$ cat config.mk
export PLATFORM = sky130hd
export DESIGN_NAME = evt_elapsed_logger
export DESIGN_NICKNAME = d
export VERILOG_FILES = /design/src/rtl/evlog_pkg.sv /design/src/rtl/evlog_edge.sv /design/src/rtl/evlog_etc.sv /design/src/rtl/evlog_ctrl.sv /design/src/rtl/evt_elapsed_logger.sv
export SDC_FILE = /design/constraint.sdc
export NUM_CORES = 1
export LEC_CHECK = 0
export BUFFER_PORTS_ARGS = -buffer_cell sky130_fd_sc_hd__clkbuf_2
export CAP_MARGIN = 10
export CELL_PAD_IN_SITES_DETAIL_PLACEMENT = 2
export CELL_PAD_IN_SITES_GLOBAL_PLACEMENT = 2
export CORE_UTILIZATION = 35
export CTS_CLUSTER_DIAMETER = 80
export DETAILED_ROUTE_END_ITERATION = 12
export GPL_ROUTABILITY_DRIVEN = 0
export GPL_TIMING_DRIVEN = 0
export HOLD_SLACK_MARGIN = 0.02
export MAX_ROUTING_LAYER = met4
export PLACE_DENSITY = 0.94
export SYNTH_ARGS = -nofsm -noshare
export SYNTH_HDL_FRONTEND = slang
export SYNTH_SLANG_ARGS = --single-unit
$ cat constraint.sdc
create_clock -name clk -period 4.3 [get_ports clk]
set_input_delay 0.215 -clock clk [delete_from_list [all_inputs] [get_ports clk]]
set_output_delay 0.215 -clock clk [all_outputs]
set_load 0.005 [all_outputs]
$ cat src/rtl/evlog_pkg.sv
package evlog_pkg;
   localparam int ETC_W = 16;

   localparam logic [1:0] TRIG_OFF  = 2'b00;
   localparam logic [1:0] TRIG_FALL = 2'b01;
   localparam logic [1:0] TRIG_RISE = 2'b10;
   localparam logic [1:0] TRIG_BOTH = 2'b11;

   localparam logic [1:0] RES_SEC = 2'd0;
   localparam logic [1:0] RES_MIN = 2'd1;

   typedef enum logic [2:0] {
      ST_IDLE,
      ST_CLEAR,
      ST_ARMED,
      ST_RUN,
      ST_WRHI
   } evlog_state_e;
endpackage

$ cat src/rtl/evlog_edge.sv
module evlog_edge #(
   parameter int GLITCH_CYC = 4
) (
   input  logic       clk,
   input  logic       rst_n,
   input  logic       evt_in,
   input  logic [1:0] trig_sel,
   output logic       trig
);
   logic filt, rise_p, fall_p;

   if (GLITCH_CYC < 1) begin : g_bad_glitch
      $error("evlog_edge: GLITCH_CYC must be at least 1");
   end

   if (GLITCH_CYC == 1) begin : g_direct
      always_ff @(posedge clk or negedge rst_n) begin
         if (!rst_n) begin
            filt   <= 1'b0;
            rise_p <= 1'b0;
            fall_p <= 1'b0;
         end else begin
            filt   <= evt_in;
            rise_p <= evt_in & ~filt;
            fall_p <= ~evt_in & filt;
         end
      end
   end else begin : g_filter
      localparam int CW = $clog2(GLITCH_CYC);
      logic [CW-1:0] run_cnt;

      always_ff @(posedge clk or negedge rst_n) begin
         if (!rst_n) begin
            filt    <= 1'b0;
            run_cnt <= '0;
            rise_p  <= 1'b0;
            fall_p  <= 1'b0;
         end else begin
            rise_p <= 1'b0;
            fall_p <= 1'b0;
            if (evt_in == filt) begin
               run_cnt <= '0;
            end else if (run_cnt == CW'(GLITCH_CYC - 1)) begin
               run_cnt <= '0;
               filt    <= evt_in;
               rise_p  <= evt_in;
               fall_p  <= ~evt_in;
            end else begin
               run_cnt <= run_cnt + 1'b1;
            end
         end
      end
   end

   assign trig = (rise_p & trig_sel[1]) | (fall_p & trig_sel[0]);

   // a new filtered level always matches the raw input seen on that edge
   p_filter_follows_r12: assert property (@(posedge clk) disable iff (!rst_n)
      (filt != $past(filt)) |-> ($past(evt_in) == filt));
endmodule

$ cat src/rtl/evlog_etc.sv
module evlog_etc #(
   parameter int SEC_PER_MIN = 60,
   parameter int MIN_PER_HR  = 60
) (
   input  logic                       clk,
   input  logic                       rst_n,
   input  logic                       run,
   input  logic                       restart,
   input  logic                       tick,
   input  logic [1:0]                 res_sel,
   output logic [evlog_pkg::ETC_W-1:0] etc_q
);
   import evlog_pkg::*;

   localparam int SW = $clog2(SEC_PER_MIN);
   localparam int MW = $clog2(MIN_PER_HR);

   if (SEC_PER_MIN < 2 || MIN_PER_HR < 2) begin : g_bad_div
      $error("evlog_etc: dividers must be at least 2");
   end

   logic [SW-1:0] sec_cnt;
   logic [MW-1:0] min_cnt;
   logic          min_tick, hr_tick, step;

   assign min_tick = tick && (sec_cnt == SW'(SEC_PER_MIN - 1));
   assign hr_tick  = min_tick && (min_cnt == MW'(MIN_PER_HR - 1));

   always_comb begin
      case (res_sel)
         RES_SEC: step = tick;
         RES_MIN: step = min_tick;
         default: step = hr_tick;
      endcase
   end

   always_ff @(posedge clk or negedge rst_n) begin
      if (!rst_n) begin
         sec_cnt <= '0;
         min_cnt <= '0;
         etc_q   <= '0;
      end else if (restart) begin
         sec_cnt <= '0;
         min_cnt <= '0;
         etc_q   <= '0;
      end else if (run) begin
         if (tick)
            sec_cnt <= min_tick ? '0 : sec_cnt + 1'b1;
         if (min_tick)
            min_cnt <= hr_tick ? '0 : min_cnt + 1'b1;
         if (step && (etc_q != '1))
            etc_q <= etc_q + 1'b1;
      end
   end

   // saturated count never wraps
   p_etc_saturate_r4: assert property (@(posedge clk) disable iff (!rst_n)
      (etc_q == '1 && !restart) |=> (etc_q == '1));
   // no advance outside a mission
   p_etc_hold_r4: assert property (@(posedge clk) disable iff (!rst_n)
      (!run && !restart) |=> $stable(etc_q));
endmodule

$ cat src/rtl/evlog_ctrl.sv
module evlog_ctrl #(
   parameter int ADDR_W  = 11,
   parameter int CNT_W   = 24,
   parameter int STAMP_W = 64
) (
   input  logic                        clk,
   input  logic                        rst_n,
   input  logic                        trig,
   input  logic [1:0]                  trig_sel,
   input  logic                        cmd_arm,
   input  logic                        cmd_start,
   input  logic                        cmd_clear,
   input  logic                        cmd_write,
   input  logic [STAMP_W-1:0]          now_stamp,
   input  logic [evlog_pkg::ETC_W-1:0] etc_val,
   output logic                        etc_restart,
   output logic                        log_we,
   output logic [ADDR_W-1:0]           log_addr,
   output logic [7:0]                  log_wdata,
   output logic [STAMP_W-1:0]          stamp_q,
   output logic [CNT_W-1:0]            ev_count,
   output logic [ADDR_W-1:0]           ptr_q,
   output logic                        me_q,
   output logic                        mip_q,
   output logic                        mem_clr_q
);
   import evlog_pkg::*;

   evlog_state_e  state;
   logic [ADDR_W-1:0] clr_addr;
   logic [7:0]        hi_q;
   logic              stop_pend;
   logic              start_ok;

   assign start_ok = mem_clr_q && (trig_sel != TRIG_OFF);

   always_comb begin
      case (state)
         ST_IDLE:  etc_restart = cmd_clear || (cmd_start && start_ok);
         ST_ARMED: etc_restart = !cmd_write && (cmd_start || trig);
         ST_RUN:   etc_restart = trig;
         default:  etc_restart = 1'b0;
      endcase
   end

   always_ff @(posedge clk or negedge rst_n) begin
      if (!rst_n) begin
         state     <= ST_IDLE;
         clr_addr  <= '0;
         hi_q      <= '0;
         stop_pend <= 1'b0;
         log_we    <= 1'b0;
         log_addr  <= '0;
         log_wdata <= '0;
         stamp_q   <= '0;
         ev_count  <= '0;
         ptr_q     <= '0;
         me_q      <= 1'b0;
         mip_q     <= 1'b0;
         mem_clr_q <= 1'b0;
      end else begin
         log_we <= 1'b0;
         case (state)
            ST_IDLE: begin
               if (cmd_clear) begin
                  state     <= ST_CLEAR;
                  clr_addr  <= '0;
                  ev_count  <= '0;
                  ptr_q     <= '0;
                  stamp_q   <= '0;
                  mem_clr_q <= 1'b0;
               end else if (cmd_start && start_ok) begin
                  me_q     <= 1'b1;
                  mip_q    <= 1'b1;
                  stamp_q  <= now_stamp;
                  ev_count <= CNT_W'(1);
                  state    <= ST_RUN;
               end else if (cmd_arm && start_ok) begin
                  me_q  <= 1'b1;
                  state <= ST_ARMED;
               end
            end
            ST_CLEAR: begin
               log_we    <= 1'b1;
               log_addr  <= clr_addr;
               log_wdata <= 8'h00;
               clr_addr  <= clr_addr + 1'b1;
               if (clr_addr == '1) begin
                  mem_clr_q <= 1'b1;
                  state     <= ST_IDLE;
               end
            end
            ST_ARMED: begin
               if (cmd_write) begin
                  me_q  <= 1'b0;
                  state <= ST_IDLE;
               end else if (cmd_start || trig) begin
                  mip_q    <= 1'b1;
                  stamp_q  <= now_stamp;
                  ev_count <= CNT_W'(1);
                  state    <= ST_RUN;
               end
            end
            ST_RUN: begin
               if (trig) begin
                  log_we    <= 1'b1;
                  log_addr  <= ptr_q;
                  log_wdata <= etc_val[7:0];
                  hi_q      <= etc_val[15:8];
                  ev_count  <= ev_count + 1'b1;
                  stop_pend <= cmd_write;
                  state     <= ST_WRHI;
               end else if (cmd_write) begin
                  me_q  <= 1'b0;
                  mip_q <= 1'b0;
                  state <= ST_IDLE;
               end
            end
            ST_WRHI: begin
               log_we    <= 1'b1;
               log_addr  <= ptr_q + 1'b1;
               log_wdata <= hi_q;
               ptr_q     <= ptr_q + 2'd2;
               mem_clr_q <= 1'b0;
               stop_pend <= 1'b0;
               if (stop_pend || cmd_write) begin
                  me_q  <= 1'b0;
                  mip_q <= 1'b0;
                  state <= ST_IDLE;
               end else begin
                  state <= ST_RUN;
               end
            end
            default: state <= ST_IDLE;
         endcase
      end
   end

   // active implies armed
   p_active_armed_r8: assert property (@(posedge clk) disable iff (!rst_n)
      mip_q |-> me_q);
   // arming only out of a cleared log
   p_start_cleared_r9: assert property (@(posedge clk) disable iff (!rst_n)
      $rose(me_q) |-> $past(mem_clr_q));
   // nothing is logged while merely armed
   p_armed_silent_r7: assert property (@(posedge clk) disable iff (!rst_n)
      (me_q && !mip_q) |-> !log_we);
   // low byte is followed by high byte at the next address
   p_byte_pair_r5: assert property (@(posedge clk) disable iff (!rst_n)
      (log_we && mip_q && !log_addr[0]) |=> (log_we && log_addr == $past(log_addr) + 1'b1));
   // mission never ends between the two bytes of an entry
   p_stop_whole_r11: assert property (@(posedge clk) disable iff (!rst_n)
      $fell(mip_q) |-> !(log_we && !log_addr[0]));
endmodule

$ cat src/rtl/evt_elapsed_logger.sv
module evt_elapsed_logger #(
   parameter int ADDR_W      = 11,
   parameter int CNT_W       = 24,
   parameter int STAMP_W     = 64,
   parameter int SEC_PER_MIN = 60,
   parameter int MIN_PER_HR  = 60,
   parameter int GLITCH_CYC  = 4
) (
   input  logic               clk,
   input  logic               rst_n,
   input  logic               evt_in,
   input  logic               tick_1hz,
   input  logic [STAMP_W-1:0] now_stamp,
   input  logic [1:0]         trig_sel,
   input  logic [1:0]         res_sel,
   input  logic               cmd_arm,
   input  logic               cmd_start,
   input  logic               cmd_clear,
   input  logic               cmd_write,
   output logic               log_we,
   output logic [ADDR_W-1:0]  log_addr,
   output logic [7:0]         log_wdata,
   output logic [STAMP_W-1:0] start_stamp,
   output logic [CNT_W-1:0]   evt_count,
   output logic [15:0]        etc_value,
   output logic [ADDR_W-1:0]  log_ptr,
   output logic               mission_armed,
   output logic               mission_active,
   output logic               mem_cleared
);
   import evlog_pkg::*;

   if (ADDR_W < 2 || ADDR_W > 16) begin : g_bad_addr
      $error("evt_elapsed_logger: ADDR_W out of range");
   end
   if (CNT_W < 2) begin : g_bad_cnt
      $error("evt_elapsed_logger: CNT_W too small");
   end

   logic trig, etc_restart;

   evlog_edge #(.GLITCH_CYC(GLITCH_CYC)) u_edge (
      .clk      (clk),
      .rst_n    (rst_n),
      .evt_in   (evt_in),
      .trig_sel (trig_sel),
      .trig     (trig)
   );

   evlog_etc #(.SEC_PER_MIN(SEC_PER_MIN), .MIN_PER_HR(MIN_PER_HR)) u_etc (
      .clk     (clk),
      .rst_n   (rst_n),
      .run     (mission_active),
      .restart (etc_restart),
      .tick    (tick_1hz),
      .res_sel (res_sel),
      .etc_q   (etc_value)
   );

   evlog_ctrl #(.ADDR_W(ADDR_W), .CNT_W(CNT_W), .STAMP_W(STAMP_W)) u_ctrl (
      .clk         (clk),
      .rst_n       (rst_n),
      .trig        (trig),
      .trig_sel    (trig_sel),
      .cmd_arm     (cmd_arm),
      .cmd_start   (cmd_start),
      .cmd_clear   (cmd_clear),
      .cmd_write   (cmd_write),
      .now_stamp   (now_stamp),
      .etc_val     (etc_value),
      .etc_restart (etc_restart),
      .log_we      (log_we),
      .log_addr    (log_addr),
      .log_wdata   (log_wdata),
      .stamp_q     (start_stamp),
      .ev_count    (evt_count),
      .ptr_q       (log_ptr),
      .me_q        (mission_armed),
      .mip_q       (mission_active),
      .mem_clr_q   (mem_cleared)
   );
endmodule

[Word level (Yosys, flattened, before mapping)]
Cells that the tools add are included.
Storage, ports and cells
  input port bits: 76
  register bits: 178
  output and inout port bits: 138
Operators by class
  muxes and demuxes: 68
  eq/ne operators: 26
  add/subtract/negate cells: 8
  reduce and logical (&&, ||, !) cells: 42
  bitwise operators: 5
Operators with widths (number)
  $mux W64: 4
  $pmux W64 S2: 1
  $mux W24: 5
  $pmux W24 S3: 1
  $mux W16: 3
  $mux W6: 8
  $pmux W11 S2: 2
  $pmux W11 S3: 1
  $add A24 B1 Y24 const B: 1
  $mux W3: 8
  $pmux W8 S3: 1
  $add A11 B1 Y11 const B: 2
  $mux W11: 2
  $mux W1: 20
  $reduce_and A2 Y1: 9
  $reduce_bool A2 Y1: 9
  $add A16 B1 Y16 const B: 1
  $ne A16 B16 Y1 const B: 1
  $pmux W3 S5: 1
  $add A6 B1 Y6 const B: 2
  $eq A6 B6 Y1 const B: 2
  $add A11 B2 Y11 const B: 1
  $eq A11 B11 Y1 const B: 1
  $ne A2 B1 Y1 const B: 5
  other kinds (31): 58

[Depth between registers and ports, before layout]
  depth in word-level cells: 8
  depth in mapped cells: 9
  gate-level depth less buffers: 6

[Modules after synthesis]
A second synthesis with hierarchy kept.
Unflattened totals
  cells, all modules: 859
  area total of the unflattened synthesis: 8777.2 µm²
By module, submodules not included
  evlog_ctrl: area an instance 6999.2 µm², times used 1, cells an instance 670, sequential area each 3603.5 µm²
  evlog_etc: area an instance 1575.3 µm², times used 1, cells an instance 176, sequential area each 700.7 µm²
  evlog_edge: area an instance 202.7 µm², times used 1, cells an instance 13, sequential area each 125.1 µm²

[Least setup slack after synthesis]
OpenSTA, ideal clock, no wires.
  kind: register -> register
  from: register u_etc.sec_cnt[0]
  to: register u_etc.etc_q[6] (netlist bit)
  setup slack: 2.407 ns
  library setup time: 0.077 ns
  clock period less this slack: 1.893 ns
  cell stages (with the launch flop): 8
  data arrival time: 1.816 ns
  path buffers: 1
  required time: 4.223 ns
  cell sequence: dfrtp_1 > ha_1 > and4b_1 > and4_1 > o211ai_2 > buf_2 > or3_1 > a21oi_1
On the way
  longest elaborated chain between the ends: 7
RTL lines
  start, declared: RTL line evlog_etc.sv:22  | logic [SW-1:0] sec_cnt;
  start signal, assigned: RTL line evlog_etc.sv:48  | sec_cnt <= min_tick ? '0 : sec_cnt + 1'b1;
  $eq A6 B6 Y1 *: RTL line evlog_etc.sv:26  | assign min_tick = tick && (sec_cnt == SW'(SEC_PER_MIN - 1));
  $logic_and A1 B1 Y1 *: RTL line evlog_etc.sv:26
  $logic_and A1 B1 Y1: RTL line evlog_etc.sv:27  | assign hr_tick = min_tick && (min_cnt == MW'(MIN_PER_HR - 1));
  $pmux W1 S2 *: RTL line evlog_etc.sv:30  | case (res_sel)
  $logic_and A1 B1 Y1 *: RTL line evlog_etc.sv:51  | if (step && (etc_q != '1))
  $reduce_bool A2 Y1 (no line) *
  $reduce_and A2 Y1 (no line) *
  end signal, assigned: RTL line evlog_etc.sv:52  | etc_q <= etc_q + 1'b1;
  end, declared: RTL line evlog_etc.sv:11  | output logic [evlog_pkg::ETC_W-1:0] etc_q
Every way passes the cells marked *; elsewhere a longest branch is shown, timed or not.
A chain may end at the register's enable or synchronous reset.

[Worst setup path in the final report]
  from: register u_ctrl.state[2]
  to: register u_ctrl.stamp_q[32]
On the way
  longest elaborated chain between the ends: 3
RTL lines
  start, declared: RTL line evlog_ctrl.sv:29  | evlog_state_e state;
  start signal, assigned: RTL line evlog_ctrl.sv:48  | state <= ST_IDLE;
  start signal, assigned: RTL line evlog_ctrl.sv:66  | state <= ST_CLEAR;
  start signal, assigned: RTL line evlog_ctrl.sv:77  | state <= ST_RUN;
  $eq A3 B2 Y1 or $logic_not A3 Y1 (tied branches): RTL line evlog_ctrl.sv:63  | case (state)
  $ne A2 B1 Y1 (no line) (tied with other cells)
  $reduce_and A4 Y1 (no line)
  end signal, assigned: RTL line evlog_ctrl.sv:75  | stamp_q <= now_stamp;
  end signal, assigned: RTL line evlog_ctrl.sv:99  | stamp_q <= now_stamp;
  end, declared: RTL line evlog_ctrl.sv:20  | output logic [STAMP_W-1:0] stamp_q,
Parallel ways exist; a longest one is shown, timed or not.

==> results.json <==
{
  "synth_area_per_cell_um2": 9.43,
  "synthCells": 891,
  "ant_nets": 0,
  "maxSlewHeadroom_pct": 36.9,
  "worst_pin_slew_ns": 0.940,
  "clock_tree.root_cell": "clkbuf_16",
  "hold_viol_final": 0,
  "netlist_area_mm2": 0.00840,
  "final_cell_mix": "210 x clkbuf_2, 198 x nand2_1, 177 x dfrtp_1, 93 x nand3_1, 57 x dlygate4sd3_1",
  "worst_slack_ns": 1.79,
  "hp-class": "in2reg",
  "grt_pass1_vias": 9594,
  "status": "finished clean",
  "coreArea_mm2": 0.0235,
  "regToRegSetupSlack_ns": 1.79,
  "clkPwrFrac_pct": 28.1,
  "fill_cells": 2572,
  "end_kind": "flip-flop",
  "synth_top_cell_area_share_pct": 52.7,
  "crit_path_start": "u_ctrl.state[2]",
  "overflow": 0,
  "clkTransAtPathRegs_ns": 0.08,
  "timing.rr.start": "u_ctrl.state[2]",
  "die_h_um": 157,
  "min_from": "now_stamp[11]",
  "fin_skew_ns": 0.0149,
  "drtPass1Iterations": 5,
  "sw_frac_of_total_pct": 39.4,
  "synth_enable_flop_cells": 0,
  "ys.flop_type": "dfrtp_1",
  "intPower_mw": 3.51,
  "ys_types": 75,
  "multi_input_area_mm2": 0.00370,
  "antenna_found_initial": 1,
  "final_core_util_pct": 47.0,
  "grt_pass1_wl_mm": 56.2,
  "start_util_pct": 35.7,
  "drv_cap": 0,
  "synth_seq_cells": 177,
  "cts_inserted_buffers": 17,
  "drv_slew": 0,
  "cts_sinks": 177,
  "routed_wl_mm": 36.1,
  "yosys_warnings": 0,
  "grtUsageTotal_pct": 31.1,
  "seqCellArea_mm2": 0.00443,
  "num_vias": 8342,
  "seqPwrFrac_pct": 40.0,
  "criticalPathCategory": "reg2reg",
  "die_width_um": 157,
  "area_growth_syn_to_layout_pct": 31.6,
  "p_sw_mw": 2.29,
  "leakage_nw": 5.48,
  "cts-htree-levels": 4,
  "post-route-period-util_pct": 58.5,
  "min_period_ns": 2.51,
  "port_buffers": 211,
  "final_common_cell": "clkbuf_2",
  "critical_path_required_ns": 4.68,
  "rsz0062_at_grt": "no",
  "setup_viol": 0,
  "grt_max_degree": 108,
  "comb_power_share_pct": 31.9,
  "tns_ns": 0,
  "postCtsSetupBuffers": 0,
  "p_per_area_mw_per_mm2": 525,
  "yosys.area.top_type": "dfrtp_1",
  "pre_cts_slack_ns": 1.94,
  "max_clock_freq_ghz": 0.398,
  "async_flop_share_pct": 100,
  "drt_iter0_drc": 400,
  "holdWs_ns": 0.0254,
  "arrival_ns": 2.90,
  "hpwlAfterDp_mm": 22.3,
  "nets": 1262,
  "io_pins": 214,
  "via_per_inst": 5.52,
  "cts_tree": "yes",
  "power.total_mw": 5.80,
  "rows": 56,
  "placed_cell_area_mm2": 0.00989,
  "crit_fanout": 10,
  "seq_area_frac_synth_pct": 52.7,
  "synth_fp_nets": 974,
  "die_area_mm2": 0.0246,
  "critPathLaunchType": "flip-flop",
  "final_area_mm2": 0.0111,
  "placedCellCount": 1422,
  "clk_latency_ns": 0.45,
  "synth_area_leaders": "dfrtp_1 53%, nand2_1 8.8%, nand3_1 5.5%",
  "drc": 0,
  "ir_drop_mv": 0.254,
  "drive_gt1_share_pct": 25.1,
  "wl_per_cell_um": 23.9,
  "cts_buffer_depth": 2,
  "instances_no_fill": 1512
}
synth_stat cells, drive strengths merged (5+ instances only):
cell    instances
nor3           11
nand3          93
nand2b          5
or3            18
or4             6
nand2         198
mux2            9
nand4          18
a221o           8
a22oi           5
a21oi          40
o211ai          6
ha              7
nor2b           6
buf            27
and3           10
xor2           10
mux2i          20
and2            7
a31oi           6
dfrtp         177
o31ai           6
and4            8
inv             9
o21ai          52
nor2           54
xnor2           5
clkbuf         21
routing by layer:
metal	vias up	track usage (%)	routed length, um
met5	-	-	0
met4	0	17.4	1810
met3	106	5.12	1330
met2	240	53.6	19100
met1	4279	34.1	13900
li1	3717	-	-
what timing repair did:
item	in CTS	in global routing
resized for setup	0	0
hold buffers	57	0
hold endpoints to repair	126	0
power groups by stage:
stage | logic, mW | registers, mW | clock network, mW
3_5_place_dp | 1.68 | 2.30 | 0
5_1_grt | 2.00 | 2.36 | 1.72
4_1_cts | 1.77 | 2.28 | 1.65
2_1_floorplan | 0.858 | 2.27 | 0
3_3_place_gp | 1.57 | 2.27 | 0
6_report | 1.85 | 2.32 | 1.63
logic make-up after synthesis:
group | Yosys count | share of synthesized area [%]
other cells | 1 | 0.0446
fa+ha+maj | 7 | 1.04
mux | 29 | 3.59
compound gates | 149 | 11.4
simple gates | 455 | 26.4
flops | 177 | 52.7
xor+xnor | 15 | 1.56
buf+inv | 58 | 3.22
path summary, 6_finish.rpt:
kind / end / depth (start not counted)
setup reg to reg: u_ctrl.stamp_q[32] / 7
hold reg to reg: u_ctrl.stamp_q[14] / 2
min in group asynchronous: u_ctrl.stamp_q[3] / 2
max in group asynchronous: u_ctrl.clr_addr[5] / 3
setup / recovery: u_ctrl.stamp_q[32] / 7
hold / removal: u_ctrl.stamp_q[11] / 3
registers in the layout, indices dropped and copies added (netlist names):
| register | flops |
|---|---|
| u_ctrl.clr_addr | 11 |
| u_ctrl.ev_count | 24 |
| u_ctrl.hi_q | 8 |
| u_ctrl.log_addr | 11 |
| u_ctrl.log_wdata | 8 |
| u_ctrl.log_we | 1 |
| u_ctrl.me_q | 1 |
| u_ctrl.mem_clr_q | 1 |
| u_ctrl.mip_q | 1 |
| u_ctrl.ptr_q | 10 |
| u_ctrl.stamp_q | 64 |
| u_ctrl.state | 3 |
| u_ctrl.stop_pend | 1 |
| u_edge.fall_p | 1 |
| u_edge.filt | 1 |
| u_edge.g_filter.run_cnt | 2 |
| u_edge.rise_p | 1 |
| u_etc.etc_q | 16 |
| u_etc.min_cnt | 6 |
| u_etc.sec_cnt | 6 |
final cells by class:
cell class,count,area share [%]
Sequential cell,177,40.1
Multi-Input combinational cell,656,33.5
Timing Repair Buffer,269,15.0
Clock buffer,19,3.92
Tap cell,319,3.61
Buffer,48,2.11
Clock inverter,13,1.39
Inverter,10,0.340
Antenna cell,1,0.0226
critical path, cell delays in order, from the launching register on:
cell and delay [ns]:
dfrtp_1 0.39, buf_6 0.15, nand2b_1 0.14, buf_2 0.18
o21ai_1 0.74, clkbuf_1 0.49, nand3_1 0.20, nand2_1 0.16
(Power assumes the default switching activity.)
